--- config.mk ---
export PLATFORM = sky130hd
export DESIGN_NAME = lnk_bringup_seq
export DESIGN_NICKNAME = d
export VERILOG_FILES = /design/src/rtl/lbs_pkg.sv /design/src/rtl/lbs_tick_timer.sv /design/src/rtl/lbs_attempt_ctr.sv /design/src/rtl/lbs_seq_fsm.sv /design/src/rtl/lnk_bringup_seq.sv
export SDC_FILE = /design/constraint.sdc
export NUM_CORES = 1
export LEC_CHECK = 0
export ABC_AREA = 1
export BUFFER_PORTS_ARGS = -buffer_cell sky130_fd_sc_hd__buf_2
export CELL_PAD_IN_SITES_DETAIL_PLACEMENT = 1
export CELL_PAD_IN_SITES_GLOBAL_PLACEMENT = 1
export CORE_MARGIN = 1.5
export CORE_UTILIZATION = 39
export CTS_CLUSTER_SIZE = 14
export DETAILED_ROUTE_END_ITERATION = 8
export PLACE_DENSITY = 0.71
export SYNTH_ARGS = -nofsm -noshare
export SYNTH_HDL_FRONTEND = slang
export SYNTH_HIERARCHICAL = 1
export SYNTH_SLANG_ARGS = --single-unit
--- constraint.sdc ---
create_clock -name clk -period 3.2 [get_ports clk]
set_input_delay 0.32 -clock clk [delete_from_list [all_inputs] [get_ports clk]]
set_output_delay 0.32 -clock clk [all_outputs]
set_load 0.02 [all_outputs]
--- src/rtl/lbs_pkg.sv ---
package lbs_pkg;

  typedef enum logic [1:0] {
    ST_IDLE    = 2'd0,
    ST_DL_WAIT = 2'd1,
    ST_LS_WAIT = 2'd2,
    ST_PULSE   = 2'd3
  } lbs_state_e;

  // Bits needed to hold values 0..limit.
  function automatic int unsigned cnt_width(input int unsigned limit);
    return (limit < 2) ? 1 : $clog2(limit + 1);
  endfunction

  // A countdown expires on the tick that consumes its last unit.
  function automatic logic expires_now(input logic run, input logic tick,
                                       input int unsigned remain);
    return run && tick && (remain == 1);
  endfunction

endpackage

--- src/rtl/lbs_tick_timer.sv ---
module lbs_tick_timer #(
  parameter int unsigned LIMIT = 200
) (
  input  logic clk,
  input  logic rst_n,
  input  logic load_i,
  input  logic run_i,
  input  logic tick_i,
  output logic expire_o
);
  localparam int unsigned W = lbs_pkg::cnt_width(LIMIT);

  logic [W-1:0] remain_q;

  always_ff @(posedge clk or negedge rst_n) begin
    if (!rst_n) begin
      remain_q <= '0;
    end else if (load_i) begin
      remain_q <= W'(LIMIT);
    end else if (run_i && tick_i && (remain_q != '0)) begin
      remain_q <= remain_q - 1'b1;
    end
  end

  assign expire_o = lbs_pkg::expires_now(run_i, tick_i, int'(remain_q));

endmodule

--- src/rtl/lbs_attempt_ctr.sv ---
module lbs_attempt_ctr #(
  parameter int unsigned ATTEMPTS = 3,
  parameter int unsigned AW       = lbs_pkg::cnt_width(ATTEMPTS)
) (
  input  logic          clk,
  input  logic          rst_n,
  input  logic          clear_i,
  input  logic          incr_i,
  output logic [AW-1:0] count_o,
  output logic          last_o
);
  logic [AW-1:0] cnt_q;

  always_ff @(posedge clk or negedge rst_n) begin
    if (!rst_n) begin
      cnt_q <= '0;
    end else if (clear_i) begin
      cnt_q <= '0;
    end else if (incr_i && !last_o) begin
      cnt_q <= cnt_q + 1'b1;
    end
  end

  assign count_o = cnt_q;
  assign last_o  = (cnt_q == AW'(ATTEMPTS - 1));

endmodule

--- src/rtl/lbs_seq_fsm.sv ---
module lbs_seq_fsm
  import lbs_pkg::*;
(
  input  logic       clk,
  input  logic       rst_n,
  input  logic       start_i,
  input  logic       dl_up_i,
  input  logic       lnk_ok_i,
  input  logic       to_dl_i,
  input  logic       to_ls_i,
  input  logic       rst_end_i,
  input  logic       last_i,
  output lbs_state_e state_o,
  output logic       load_dl_o,
  output logic       load_ls_o,
  output logic       load_rst_o,
  output logic       att_clr_o,
  output logic       att_inc_o,
  output logic       ev_to_dl_o,
  output logic       ev_to_ls_o,
  output logic       done_o,
  output logic       link_up_o
);
  lbs_state_e state_q, state_d;
  logic       done_q, done_d;
  logic       up_q, up_d;

  always_comb begin
    state_d    = state_q;
    load_dl_o  = 1'b0;
    load_ls_o  = 1'b0;
    load_rst_o = 1'b0;
    att_clr_o  = 1'b0;
    att_inc_o  = 1'b0;
    ev_to_dl_o = 1'b0;
    ev_to_ls_o = 1'b0;
    done_d     = 1'b0;
    up_d       = up_q;
    unique case (state_q)
      ST_IDLE: begin
        if (start_i) begin
          state_d   = ST_DL_WAIT;
          load_dl_o = 1'b1;
          att_clr_o = 1'b1;
          up_d      = 1'b0;
        end
      end
      ST_DL_WAIT: begin
        if (dl_up_i) begin
          state_d   = ST_LS_WAIT;
          load_ls_o = 1'b1;
        end else if (to_dl_i) begin
          state_d    = ST_PULSE;
          load_rst_o = 1'b1;
          ev_to_dl_o = 1'b1;
        end
      end
      ST_LS_WAIT: begin
        if (lnk_ok_i) begin
          state_d = ST_IDLE;
          done_d  = 1'b1;
          up_d    = 1'b1;
        end else if (to_ls_i) begin
          state_d    = ST_PULSE;
          load_rst_o = 1'b1;
          ev_to_ls_o = 1'b1;
        end
      end
      ST_PULSE: begin
        if (rst_end_i) begin
          if (last_i) begin
            state_d = ST_IDLE;
            done_d  = 1'b1;
            up_d    = 1'b0;
          end else begin
            state_d   = ST_DL_WAIT;
            load_dl_o = 1'b1;
            att_inc_o = 1'b1;
          end
        end
      end
      default: state_d = ST_IDLE;
    endcase
  end

  always_ff @(posedge clk or negedge rst_n) begin
    if (!rst_n) begin
      state_q <= ST_IDLE;
      done_q  <= 1'b0;
      up_q    <= 1'b0;
    end else begin
      state_q <= state_d;
      done_q  <= done_d;
      up_q    <= up_d;
    end
  end

  assign state_o   = state_q;
  assign done_o    = done_q;
  assign link_up_o = up_q;

endmodule

--- src/rtl/lnk_bringup_seq.sv ---
module lnk_bringup_seq
  import lbs_pkg::*;
#(
  parameter int unsigned DL_WAIT_TICKS = 200,
  parameter int unsigned LS_WAIT_TICKS = 200,
  parameter int unsigned RST_TICKS     = 1,
  parameter int unsigned MAX_ATTEMPTS  = 3
) (
  input  logic clk,
  input  logic rst_n,
  input  logic start_i,
  input  logic dl_up_i,
  input  logic lnk_ok_i,
  input  logic ms_tick_i,
  output logic port_rst_o,
  output logic done_o,
  output logic link_up_o
);
  localparam int unsigned AW = cnt_width(MAX_ATTEMPTS);

  lbs_state_e    st_w;
  logic          load_dl_w, load_ls_w, load_rst_w;
  logic          att_clr_w, att_inc_w, att_last_w;
  logic          to_dl_w, to_ls_w, rst_end_w;
  logic          ev_to_dl_w, ev_to_ls_w;
  logic [AW-1:0] att_cnt_w;

  lbs_seq_fsm u_fsm (
    .clk        (clk),
    .rst_n      (rst_n),
    .start_i    (start_i),
    .dl_up_i    (dl_up_i),
    .lnk_ok_i   (lnk_ok_i),
    .to_dl_i    (to_dl_w),
    .to_ls_i    (to_ls_w),
    .rst_end_i  (rst_end_w),
    .last_i     (att_last_w),
    .state_o    (st_w),
    .load_dl_o  (load_dl_w),
    .load_ls_o  (load_ls_w),
    .load_rst_o (load_rst_w),
    .att_clr_o  (att_clr_w),
    .att_inc_o  (att_inc_w),
    .ev_to_dl_o (ev_to_dl_w),
    .ev_to_ls_o (ev_to_ls_w),
    .done_o     (done_o),
    .link_up_o  (link_up_o)
  );

  lbs_tick_timer #(.LIMIT(DL_WAIT_TICKS)) u_dl_tmr (
    .clk      (clk),
    .rst_n    (rst_n),
    .load_i   (load_dl_w),
    .run_i    (st_w == ST_DL_WAIT),
    .tick_i   (ms_tick_i),
    .expire_o (to_dl_w)
  );

  lbs_tick_timer #(.LIMIT(LS_WAIT_TICKS)) u_ls_tmr (
    .clk      (clk),
    .rst_n    (rst_n),
    .load_i   (load_ls_w),
    .run_i    (st_w == ST_LS_WAIT),
    .tick_i   (ms_tick_i),
    .expire_o (to_ls_w)
  );

  lbs_tick_timer #(.LIMIT(RST_TICKS)) u_rst_tmr (
    .clk      (clk),
    .rst_n    (rst_n),
    .load_i   (load_rst_w),
    .run_i    (st_w == ST_PULSE),
    .tick_i   (ms_tick_i),
    .expire_o (rst_end_w)
  );

  lbs_attempt_ctr #(.ATTEMPTS(MAX_ATTEMPTS), .AW(AW)) u_att (
    .clk     (clk),
    .rst_n   (rst_n),
    .clear_i (att_clr_w),
    .incr_i  (att_inc_w),
    .count_o (att_cnt_w),
    .last_o  (att_last_w)
  );

  assign port_rst_o = (st_w == ST_PULSE);

endmodule

==> metrics.md <==
| Metric | Value |
|---|---|
| CTS tree | `built` |
| Io pins | `9` |
| H-tree lvl count | `1` |
| CTS Hold Bufs | `0` |
| First-pass GRT wire length | `about 7000 µm` |
| Largest net degree at the start of global routing | `24` |
| Slew headroom | `between 60% and 70%` |
| Tot Pwr | `487.5 µW` |
| Worst Path Arrival | `2.12 ns` |
| Worst-path clk slew | `about 0.08 ns` |
| Clock Skew | `roughly 0.0057 ns` |
| Share of cells above drive strength 1 | `between 15 and 20%` |
| DR vias | `between 1000 and 1500` |
| Post-CTS Repair Setup Buffers | `0` |
| Critical-path maximum fanout | `10` |
| Core area | `between 4000 and 5000 µm²` |
| Endpoint class of the critical path | `flip-flop` |
| Synth Instances | `between 200 and 250` |
| Final setup violating endpoints | `0` |
| Syn nets | `about 260` |
| Synth Warn # | `6` |
| Final nets | `around 280` |
| Status | `completed` |
| Die W | `69.56 µm` |
| DRT iter0 DRCs | `42` |
| Diodes inserted | `0` |
| Slew Limit Fails | `0` |
| CTS Buffer Depth | `2` |
| Final wirelength | `between 3000 and 4000 µm` |
| RSZ-0062 raised after global routing | `false` |
| WS Path Type | `reg2reg` |
| Critical Path RT | `approximately 3.4 ns` |
| CTS Root Cell | `clkbuf_8` |
| CTS Sinks | `23` |
| All-layer global routing usage | `between 15 and 20%` |
| Post-DP HPWL | `3134 µm` |
| Met1 usage | `23.78%` |
| Post-route DRC | `0` |
| Syn_area_per_cell | `7.082 µm²` |
| Post-DR vias/cell | `4.769` |
| CTS buffer count | `3` |
| Lkg Pwr | `1.070 nW` |
| Placed cells | `304` |
| Met3 Use GR | `approximately 2.6%` |
| Die Height | `approximately 70 µm` |
| Routed Antenna Nets | `0` |
| PortBufs | `8` |
| Pre-antenna DRT Iters | `4` |
| Worst skew pair latency | `approximately 0.27 ns` |
| Max rail drop VDD | `about 170 µV` |
| Post-cts resize count | `0` |
| Highest Clock Rate | `521.1 MHz` |
| Met2 global-route usage | `between 30% and 40%` |
| Setup TNS | `0 ns` |
| Worst-Margin Slew | `between 0.5 and 0.6 ns` |
| Synth Cell Area | `roughly 1700 µm²` |
| Num rows | `24` |
| Max Cap Viol | `0` |
| Tmin final | `roughly 1.9 ns` |
| Grt peak-use layer | `met2` |
| Vias in the first global route | `1579` |
| Routability cong. | `roughly 0.76` |
| Non-filler instance count after layout | `308` |
| Util after Layout | `43.74%` |
| Hold Vio Cnt, Final | `0` |
| Post-route clock period utilization | `59.97%` |
| Area growth syn-to-layout | `8.689%` |
| Wire per inst | `about 13 µm` |
| Antenna violations before repair | `0` |
| Cell area power density | `roughly 260 nW/µm²` |
| Initial Utilization | `40.24%` |
| GRT Residual Overflow | `0` |
| HP Class | `in2async` |
| CP Launch Type | `flip-flop` |
| Die Footprint | `4839 µm²` |
report_power, final:
group	total [mW]	switching, mW	internal, mW
logic	0.0132	0.0100	0.00321
registers	0.290	0	0.290
clock network	0.184	0.0950	0.0890
total	0.487	0.105	0.383
path summary, 6_finish.rpt:
kind | startpoint | end | slack (ns) | cells past startpoint
min | rst_n | u_ls_tmr/remain_q[6] | 0.03 | 1
min in group clk | lnk_ok_i | u_fsm/done_o | 0.30 | 3
max | u_fsm/state_o[0] | u_dl_tmr/remain_q[1] | 1.28 | 10
max in group asynchronous | rst_n | u_dl_tmr/remain_q[3] | 2.79 | 1
min reg2reg | u_fsm/link_up_o | u_fsm/link_up_o | 0.48 | 2
max reg2reg | u_fsm/state_o[0] | u_dl_tmr/remain_q[1] | 1.28 | 10
cells in the final DEF (no fill, tap or decap), types with 6 or more instances in the layout:
cell type / count
nand2_1: 65
inv_1: 41
nand3_1: 28
nor2_1: 25
dfrtp_1: 23
ha_1: 12
o21ai_1: 9
buf_2: 8
nor2_4: 8
nand2_2: 6
flip-flops by register name, summed over array words and instances (netlist names):
signal / count
u_fsm/state_o: 2
u_att/count_o: 2
u_fsm/done_o: 1
u_fsm/link_up_o: 1
u_dl_tmr/remain_q: 8
u_rst_tmr/remain_q: 1
u_ls_tmr/remain_q: 8
final cells by class:
class	instances	area, µm²
inverters	44	165.2
repair buffers	8	40.04
clock buffers	4	45.04
multi-input cells	177	987.2
fillers	566	2416
flip-flops and latches	23	575.6
well taps	52	65.06
layer usage:
metal  vias to the layer above  wire length (µm)
met5                         -                 0
met4                         0                47
li1                        777                 -
met1                       683              1919
met2                         5              1922
met3                         4                40
critical path, cell delays in order (launching register included):
cell	delay [ns]
dfrtp_1	0.53
nand2_1	0.09
inv_1	0.08
nand2_1	0.07
nor2_1	0.16
nand3_1	0.12
a21oi_1	0.35
inv_2	0.16
nand2_2	0.15
nand2_1	0.07
o21ai_1	0.07
stage by stage:
stage | hold WS, ns | setup slack [ns] | cell area [µm²]
3_5_place_dp | 0.3450 | 1.267 | 1833
3_3_place_gp | 0.3413 | 1.373 | 1833
2_1_floorplan | 0.02441 | 1.412 | 1728
4_1_cts | 0.04799 | 1.248 | 1878
5_1_grt | 0.07508 | 1.018 | 1878
6_report | 0.03384 | 1.281 | 1878
(Power assumes the default switching activity.)
